<file path="config.mk">
export PLATFORM = sky130hd
export DESIGN_NAME = dlwSram
export DESIGN_NICKNAME = d
export VERILOG_FILES = /design/src/rtl/dlwSramPkg.sv /design/src/rtl/dlwSramCtrl.sv /design/src/rtl/dlwSramDatapath.sv /design/src/rtl/dlwSram.sv
export SDC_FILE = /design/constraint.sdc
export NUM_CORES = 2
export LEC_CHECK = 0
export CORE_MARGIN = 10
export CORE_UTILIZATION = 50
export CTS_CLUSTER_DIAMETER = 100
export DETAILED_ROUTE_END_ITERATION = 16
export GPL_ROUTABILITY_DRIVEN = 0
export PLACE_DENSITY = 0.66
export SLEW_MARGIN = 10
export SYNTH_ARGS = -nofsm -noshare
export SYNTH_HDL_FRONTEND = slang
export SYNTH_SLANG_ARGS = --single-unit
export TNS_END_PERCENT = 100
</file>
<file path="constraint.sdc">
create_clock -name clk -period 3.8 [get_ports clk]
set_input_delay 0.38 -clock clk [delete_from_list [all_inputs] [get_ports clk]]
set_output_delay 0.38 -clock clk [all_outputs]
set_load 0.02 [all_outputs]
</file>
<file path="src/rtl/dlwSramPkg.sv">
package dlwSramPkg;

  // Strobes from the control to the datapath, one bundle per cycle.
  typedef struct packed {
    logic doRead;     // capture array word (with early merge) this edge
    logic lateMerge;  // apply second-stage merge this edge
    logic outLoad;    // load output register with read data this edge
    logic commitEn;   // store dataIn into the array this edge
  } dpStrobe_t;

endpackage

</file>
<file path="src/rtl/dlwSramCtrl.sv">
module dlwSramCtrl
  import dlwSramPkg::*;
#(
  parameter int ADDR_W = 6,
  parameter int LANES  = 4
) (
  input  logic              clk,
  input  logic              rstN,
  input  logic [ADDR_W-1:0] addrIn,
  input  logic              cmdWrite,
  input  logic              advIn,
  input  logic [LANES-1:0]  byteEn,
  input  logic              csMain,
  input  logic              csExtA,
  input  logic              csExtB,
  input  logic              polExtA,
  input  logic              polExtB,
  output dpStrobe_t         stb,
  output logic [ADDR_W-1:0] rdAddr,
  output logic [LANES-1:0]  fwdNowMask,
  output logic [LANES-1:0]  fwdLateMask,
  output logic [ADDR_W-1:0] commitAddr,
  output logic [LANES-1:0]  commitMask
);

  localparam int WRAP_W = 2;

  // command decode
  logic              selected;
  logic              opValid;
  logic              opWrite;
  logic [ADDR_W-1:0] opAddr;

  // burst state
  logic              burstLive;
  logic              burstWrite;
  logic [ADDR_W-1:0] curAddr;

  // pending write stages (stage 1 newest)
  logic              st1V, st2V;
  logic [ADDR_W-1:0] st1Addr, st2Addr;
  logic [LANES-1:0]  st1Be, st2Be;

  // read pipeline
  logic              rdV1, rdV2;
  logic [ADDR_W-1:0] rdAddrQ;

  assign selected = csMain && (csExtA == polExtA) && (csExtB == polExtB);

  always_comb begin
    if (advIn) begin
      opValid = burstLive;
      opWrite = burstWrite;
      opAddr  = {curAddr[ADDR_W-1:WRAP_W], curAddr[WRAP_W-1:0] + 2'd1};
    end else begin
      opValid = selected;
      opWrite = cmdWrite;
      opAddr  = addrIn;
    end
  end

  always_ff @(posedge clk or negedge rstN) begin
    if (!rstN) begin
      burstLive  <= 1'b0;
      burstWrite <= 1'b0;
      curAddr    <= '0;
    end else begin
      if (!advIn) begin
        burstLive <= selected;
        if (selected) burstWrite <= cmdWrite;
      end
      if (opValid) curAddr <= opAddr;
    end
  end

  always_ff @(posedge clk or negedge rstN) begin
    if (!rstN) begin
      st1V    <= 1'b0;
      st1Addr <= '0;
      st1Be   <= '0;
      st2V    <= 1'b0;
      st2Addr <= '0;
      st2Be   <= '0;
      rdV1    <= 1'b0;
      rdV2    <= 1'b0;
      rdAddrQ <= '0;
    end else begin
      st1V    <= opValid && opWrite;
      st1Addr <= opAddr;
      st1Be   <= byteEn;
      st2V    <= st1V;
      st2Addr <= st1Addr;
      st2Be   <= st1Be;
      rdV1    <= opValid && !opWrite;
      rdAddrQ <= opAddr;
      rdV2    <= rdV1;
    end
  end

  // Stage 2 commits this edge: its lanes merge into a read captured now.
  // Stage 1 commits next edge: its lanes merge one edge later, on top.
  always_comb begin
    stb.doRead    = opValid && !opWrite;
    stb.lateMerge = rdV1;
    stb.outLoad   = rdV2;
    stb.commitEn  = st2V;
    rdAddr        = opAddr;
    commitAddr    = st2Addr;
    commitMask    = st2Be;
    fwdNowMask    = (st2V && (st2Addr == opAddr)) ? st2Be : '0;
    fwdLateMask   = (st2V && rdV1 && (st2Addr == rdAddrQ)) ? st2Be : '0;
  end

  AST_WRITE_COMMIT_LATE: assert property (@(posedge clk) disable iff (!rstN)
    (opValid && opWrite) |-> ##2 (stb.commitEn && commitAddr == $past(opAddr, 2)));

  AST_BURST_WRAP: assert property (@(posedge clk) disable iff (!rstN)
    (advIn && burstLive) |=> (curAddr[WRAP_W-1:0] == $past(curAddr[WRAP_W-1:0]) + 2'd1
                              && curAddr[ADDR_W-1:WRAP_W] == $past(curAddr[ADDR_W-1:WRAP_W])));

  AST_DESELECT_IDLE: assert property (@(posedge clk) disable iff (!rstN)
    (!advIn && !selected) |=> (!rdV1 && !st1V));

  AST_ADV_IDLE: assert property (@(posedge clk) disable iff (!rstN)
    (advIn && !burstLive) |=> (!rdV1 && !st1V));

endmodule

</file>
<file path="src/rtl/dlwSramDatapath.sv">
module dlwSramDatapath
  import dlwSramPkg::*;
#(
  parameter int DEPTH     = 64,
  parameter int LANES     = 4,
  parameter int LANE_BITS = 9
) (
  input  logic                       clk,
  input  logic                       rstN,
  input  dpStrobe_t                  stb,
  input  logic [$clog2(DEPTH)-1:0]   rdAddr,
  input  logic [LANES-1:0]           fwdNowMask,
  input  logic [LANES-1:0]           fwdLateMask,
  input  logic [$clog2(DEPTH)-1:0]   commitAddr,
  input  logic [LANES-1:0]           commitMask,
  input  logic [LANES*LANE_BITS-1:0] dataIn,
  output logic [LANES*LANE_BITS-1:0] dataOut,
  output logic                       dataOe
);

  localparam int DATA_W = LANES * LANE_BITS;

  logic [DATA_W-1:0] memArr [DEPTH];
  logic [DATA_W-1:0] memWord;
  logic [DATA_W-1:0] nowMerged;
  logic [DATA_W-1:0] lateMerged;
  logic [DATA_W-1:0] rdHold1;
  logic [DATA_W-1:0] rdHold2;

  assign memWord = memArr[rdAddr];

  for (genvar l = 0; l < LANES; l++) begin : gLane
    assign nowMerged[l*LANE_BITS +: LANE_BITS] =
      fwdNowMask[l] ? dataIn[l*LANE_BITS +: LANE_BITS] : memWord[l*LANE_BITS +: LANE_BITS];
    assign lateMerged[l*LANE_BITS +: LANE_BITS] =
      fwdLateMask[l] ? dataIn[l*LANE_BITS +: LANE_BITS] : rdHold1[l*LANE_BITS +: LANE_BITS];
  end

  // Array: cleared while reset is held, then byte-lane commits.
  always_ff @(posedge clk) begin
    if (!rstN) begin
      for (int i = 0; i < DEPTH; i++) memArr[i] <= '0;
    end else if (stb.commitEn) begin
      for (int l = 0; l < LANES; l++)
        if (commitMask[l]) memArr[commitAddr][l*LANE_BITS +: LANE_BITS] <= dataIn[l*LANE_BITS +: LANE_BITS];
    end
  end

  always_ff @(posedge clk or negedge rstN) begin
    if (!rstN) begin
      rdHold1 <= '0;
      rdHold2 <= '0;
      dataOut <= '0;
      dataOe  <= 1'b0;
    end else begin
      if (stb.doRead)    rdHold1 <= nowMerged;
      if (stb.lateMerge) rdHold2 <= lateMerged;
      dataOut <= stb.outLoad ? rdHold2 : '0;
      dataOe  <= stb.outLoad;
    end
  end

  AST_OE_TRACKS: assert property (@(posedge clk) disable iff (!rstN)
    stb.outLoad |=> dataOe);

  AST_OE_QUIET: assert property (@(posedge clk) disable iff (!rstN)
    !stb.outLoad |=> (!dataOe && dataOut == '0));

  AST_READ_FLIGHT: assert property (@(posedge clk) disable iff (!rstN)
    stb.lateMerge |=> ##1 dataOe);

endmodule

</file>
<file path="src/rtl/dlwSram.sv">
module dlwSram
  import dlwSramPkg::*;
#(
  parameter int DEPTH     = 64,
  parameter int LANES     = 4,
  parameter int LANE_BITS = 9,
  localparam int ADDR_W   = $clog2(DEPTH),
  localparam int DATA_W   = LANES * LANE_BITS
) (
  input  logic              clk,
  input  logic              rstN,
  input  logic [ADDR_W-1:0] addrIn,
  input  logic              cmdWrite,
  input  logic              advIn,
  input  logic [LANES-1:0]  byteEn,
  input  logic              csMain,
  input  logic              csExtA,
  input  logic              csExtB,
  input  logic              polExtA,
  input  logic              polExtB,
  input  logic [DATA_W-1:0] dataIn,
  output logic [DATA_W-1:0] dataOut,
  output logic              dataOe
);

  dpStrobe_t         stb;
  logic [ADDR_W-1:0] rdAddr;
  logic [LANES-1:0]  fwdNowMask;
  logic [LANES-1:0]  fwdLateMask;
  logic [ADDR_W-1:0] commitAddr;
  logic [LANES-1:0]  commitMask;

  dlwSramCtrl #(.ADDR_W(ADDR_W), .LANES(LANES)) uCtrl (
    .clk(clk), .rstN(rstN), .addrIn(addrIn), .cmdWrite(cmdWrite), .advIn(advIn),
    .byteEn(byteEn), .csMain(csMain), .csExtA(csExtA), .csExtB(csExtB),
    .polExtA(polExtA), .polExtB(polExtB), .stb(stb), .rdAddr(rdAddr),
    .fwdNowMask(fwdNowMask), .fwdLateMask(fwdLateMask),
    .commitAddr(commitAddr), .commitMask(commitMask)
  );

  dlwSramDatapath #(.DEPTH(DEPTH), .LANES(LANES), .LANE_BITS(LANE_BITS)) uData (
    .clk(clk), .rstN(rstN), .stb(stb), .rdAddr(rdAddr),
    .fwdNowMask(fwdNowMask), .fwdLateMask(fwdLateMask),
    .commitAddr(commitAddr), .commitMask(commitMask),
    .dataIn(dataIn), .dataOut(dataOut), .dataOe(dataOe)
  );

endmodule

</file>
==> flow_metrics.py <==
metrics = {
    "grt": {
        "antenna_found_initial": 28,
        "grtUsageTotal_pct": 29.6,
        "grt_overflow": 0,
        "top_usage_layer": "met2",
        "grt_pass1_wl_um": 529000,
        "grt_max_degree": 120,
        "grt_use_met1_pct": 39.7,
        "grt_util_met3_pct": 7.67,
        "grt_pass1_vias": 74323,
        "use_met2_pct": 44.4,
    },
    "sta": {
        "fmax_mhz": 273,
        "layout_setup_ws_ns": 0.137,
        "fin_crit_sh_pct": 96.4,
        "finalCriticalPeriod_ns": 3.66,
        "finalSetupViolCount": 0,
        "fin_hold_ws_ns": 0.0640,
        "drv_slew": 0,
        "worst_pin_slew_ns": 1.26,
        "rsz0062_at_grt": "false",
        "final_hold_viol_count": 0,
        "max-slew-margin-rel_pct": 15.9,
        "finClkSkew_ns": 0.0462,
    },
    "routing": {
        "routedWlPerCell_um": 29.9,
        "vias": 76581,
        "drtIter0Drc": 11338,
        "drc": 0,
        "ant_nets": 0,
        "drt-pass1-iter-count": 13,
        "vias_per_cell": 6.19,
        "totalWireLength_um": 370000,
    },
    "clock_network": {
        "insertion_delay_ns": 0.96,
        "htree_levels": 5,
        "cts_buffers": 274,
        "cts_root_buf": "clkbuf_16",
        "ctsLongestPathBuffers": 4,
        "cts.reportedPaths.clkPinSlew_ns": 0.06,
        "clock_sinks": 2445,
        "cts_tree": "done",
    },
    "die": {
        "rows": 174,
        "start_util_pct": 50.2,
        "die_area_mm2": 0.245,
        "die_w_um": 495,
        "die_height_um": 495,
        "core_mm2": 0.225,
        "io_pins": 92,
    },
    "setup_path": {
        "path_delay_family": "buffers and inverters",
        "r2r_slack_ns": 0.24,
        "critPathMaxStageDelay_ns": 0.55,
        "worstSetupPathType": "input pin to flop",
        "crit_fanout": 32,
        "crit_chain": "dlygate4sd3_1 > buf_2 > buf_4 > nor2_2 > a21o_4 > inv_8 > buf_12 > buf_4 > mux2i_1 > a211oi_1 > a311oi_1 > a311oi_1 > nor3_1 > nor4_1",
        "startpoint_type": "input pin",
        "path_buf_inv": 6,
        "cp-end-kind": "flop",
        "arrival_ns": 4.46,
        "crit_slowest_cell": "nor3_1",
        "crit_required_ns": 4.59,
    },
    "final_layout": {
        "final_nets": 9245,
        "synthToLayoutAreaGrowth_pct": 14.0,
        "final_common_cell": "and2_1",
        "ff_latch_area_mm2": 0.0727,
        "most-common-layout-cells": "and2_1, edfxtp_1, nand2_1",
        "multi_input_area_mm2": 0.0373,
        "fillers": 17817,
        "drive_gt1_share_pct": 14.9,
    },
    "placed_design": {
        "port_buffers": 91,
        "dp_slack_ns": -0.265,
        "dp_hpwl_um": 245000,
    },
    "logic_synthesis": {
        "synthArstFlopShare_pct": 5.77,
        "yosys-top-cells-area": "edfxtp_1, and2_1, mux4_2",
        "synthesis.area_mm2": 0.113,
        "synth_largest_area_cell": "edfxtp_1",
        "synth_top_area_share_pct": 61.3,
        "yosys_warnings": 0,
        "ys.flop_type": "edfxtp_1",
        "ys_seq_area_share_pct": 64.4,
        "synth_edf_count": 2304,
        "synth.ff_latch_count": 2445,
        "postSynthAreaPerCell_um2": 12.8,
        "ys_types": 78,
        "syn-instance-count": 8840,
        "syn_nets": 8895,
    },
    "power": {
        "p_leak_nw": 48.0,
        "ir_drop_mv": 0.636,
        "p_per_area_mw_per_mm2": 570,
    },
    "status": {
        "status": "finished, final reports clean",
    },
    "flow_run": {
        "max_cap_viol_count": 0,
    },
    "min_path": {
        "hold_path_class": "input pin to flop",
    },
}
## kinds of logic (layout without fill, tap and decap cells)
family / after synthesis / after routing / share of synthesized area (%)
mux: 487 / 487 / 7.59
compound gates: 814 / 814 / 4.55
other cells: 0 / 10 / 0
xor+xnor: 16 / 16 / 0.124
flops: 2445 / 2445 / 64.4
simple gates: 4383 / 4383 / 20.6
buf+inv: 695 / 1234 / 2.69
## sequential cells by signal (all words and copies together), names as in the netlist
register          flops
uCtrl.burstLive       1
uCtrl.burstWrite      1
uCtrl.commitAddr      6
uCtrl.commitMask      4
uCtrl.curAddr         6
uCtrl.rdV1            1
uCtrl.rdV2            1
uCtrl.st1Addr         6
uCtrl.st1Be           4
uCtrl.st1V            1
uCtrl.st2V            1
uData.dataOe          1
uData.dataOut        36
uData.memArr       2304
uData.rdHold1        36
uData.rdHold2        36
## layout make-up
class	instances	share of cell area [%]
Clock buffer	361	5.90
Antenna cell	10	0.0195
Tap cell	2992	2.91
Inverter	21	0.0749
Timing Repair Buffer	748	4.97
Sequential cell	2445	56.5
Multi-Input combinational cell	5700	29.0
Clock inverter	104	0.626
## cell usage after synthesis, types with 7 or more instances
library cell / n
a22oi_1: 14
mux4_2: 293
a21oi_1: 124
nand4_1: 29
o211ai_1: 8
edfxtp_1: 2304
and2_1: 2341
mux2i_1: 184
mux2_2: 7
a221oi_1: 34
nor4_1: 11
buf_4: 38
a32oi_1: 36
o21ai_0: 312
clkbuf_1: 440
buf_2: 141
a32o_1: 9
inv_1: 17
a211oi_1: 60
o2111ai_1: 8
or3_1: 7
buf_1: 41
nor3_1: 37
buf_6: 14
nor2_1: 358
dfrtp_1: 141
nand3_1: 412
a311oi_1: 29
nand2_1: 1115
and3_1: 30
xnor2_1: 12
a31oi_1: 104
o22ai_1: 10
## final timing paths
path / end / cells past startpoint / startpoint
max: uData.rdHold1[26] / 14 / advIn
min: uData.rdHold1[1] / 5 / dataIn[1]
max reg2reg: uData.rdHold1[26] / 11 / uCtrl.curAddr[0]
min reg2reg: uCtrl.st2V / 0 / uCtrl.st1V
max in group asynchronous: uData.dataOut[2] / 4 / rstN
min in group asynchronous: uData.rdHold2[13] / 3 / rstN
## through the flow
stage               cell area, µm²  util (%)  cells  total power [mW]  TNS [ns]
finish                      129000      57.3  12381              73.4         0
global route                129000      57.2  12372              75.2         0
CTS                         129000      57.2  12371              73.0         0
global placement            120000      53.5  11895              47.8     -3.70
floorplan                   113000         -   8840              40.7         0
detailed placement          120000      53.5  11897              47.9     -1.81
## worst reg2reg max path, delay by kind of cell (launching register included)
kind | cells | cell delay (ns)
buffers and inverters | 3 | 0.90
AOI/OAI and AO/OA | 4 | 1.01
muxes | 1 | 0.21
DFF | 1 | 0.48
xor gates and xnor gates | 1 | 0.19
and+or+nand+nor | 2 | 0.64
## power breakdown
group,switching [mW],internal (mW),total [mW],leakage [nW]
clock network,10.6,14.8,25.4,4.13
registers,0.778,30.7,31.5,25.5
logic,11.0,5.40,16.4,18.4
## what timing repair did
item | in CTS | in global routing
setup endpoints to repair | 0 | 1
setup buffers | 0 | 0
gates resized for setup | 0 | 1
hold buffers | 9 | 0
hold endpoints to repair | 152 | 0
## routing by layer
metal | wire, µm | share of wire (%)
met1 | 137000 | 37
met2 | 164000 | 44
met3 | 44700 | 12
met4 | 23200 | 6.3
met5 | 98 | 0.027
Note: power is estimated with default switching activity, not from simulation.
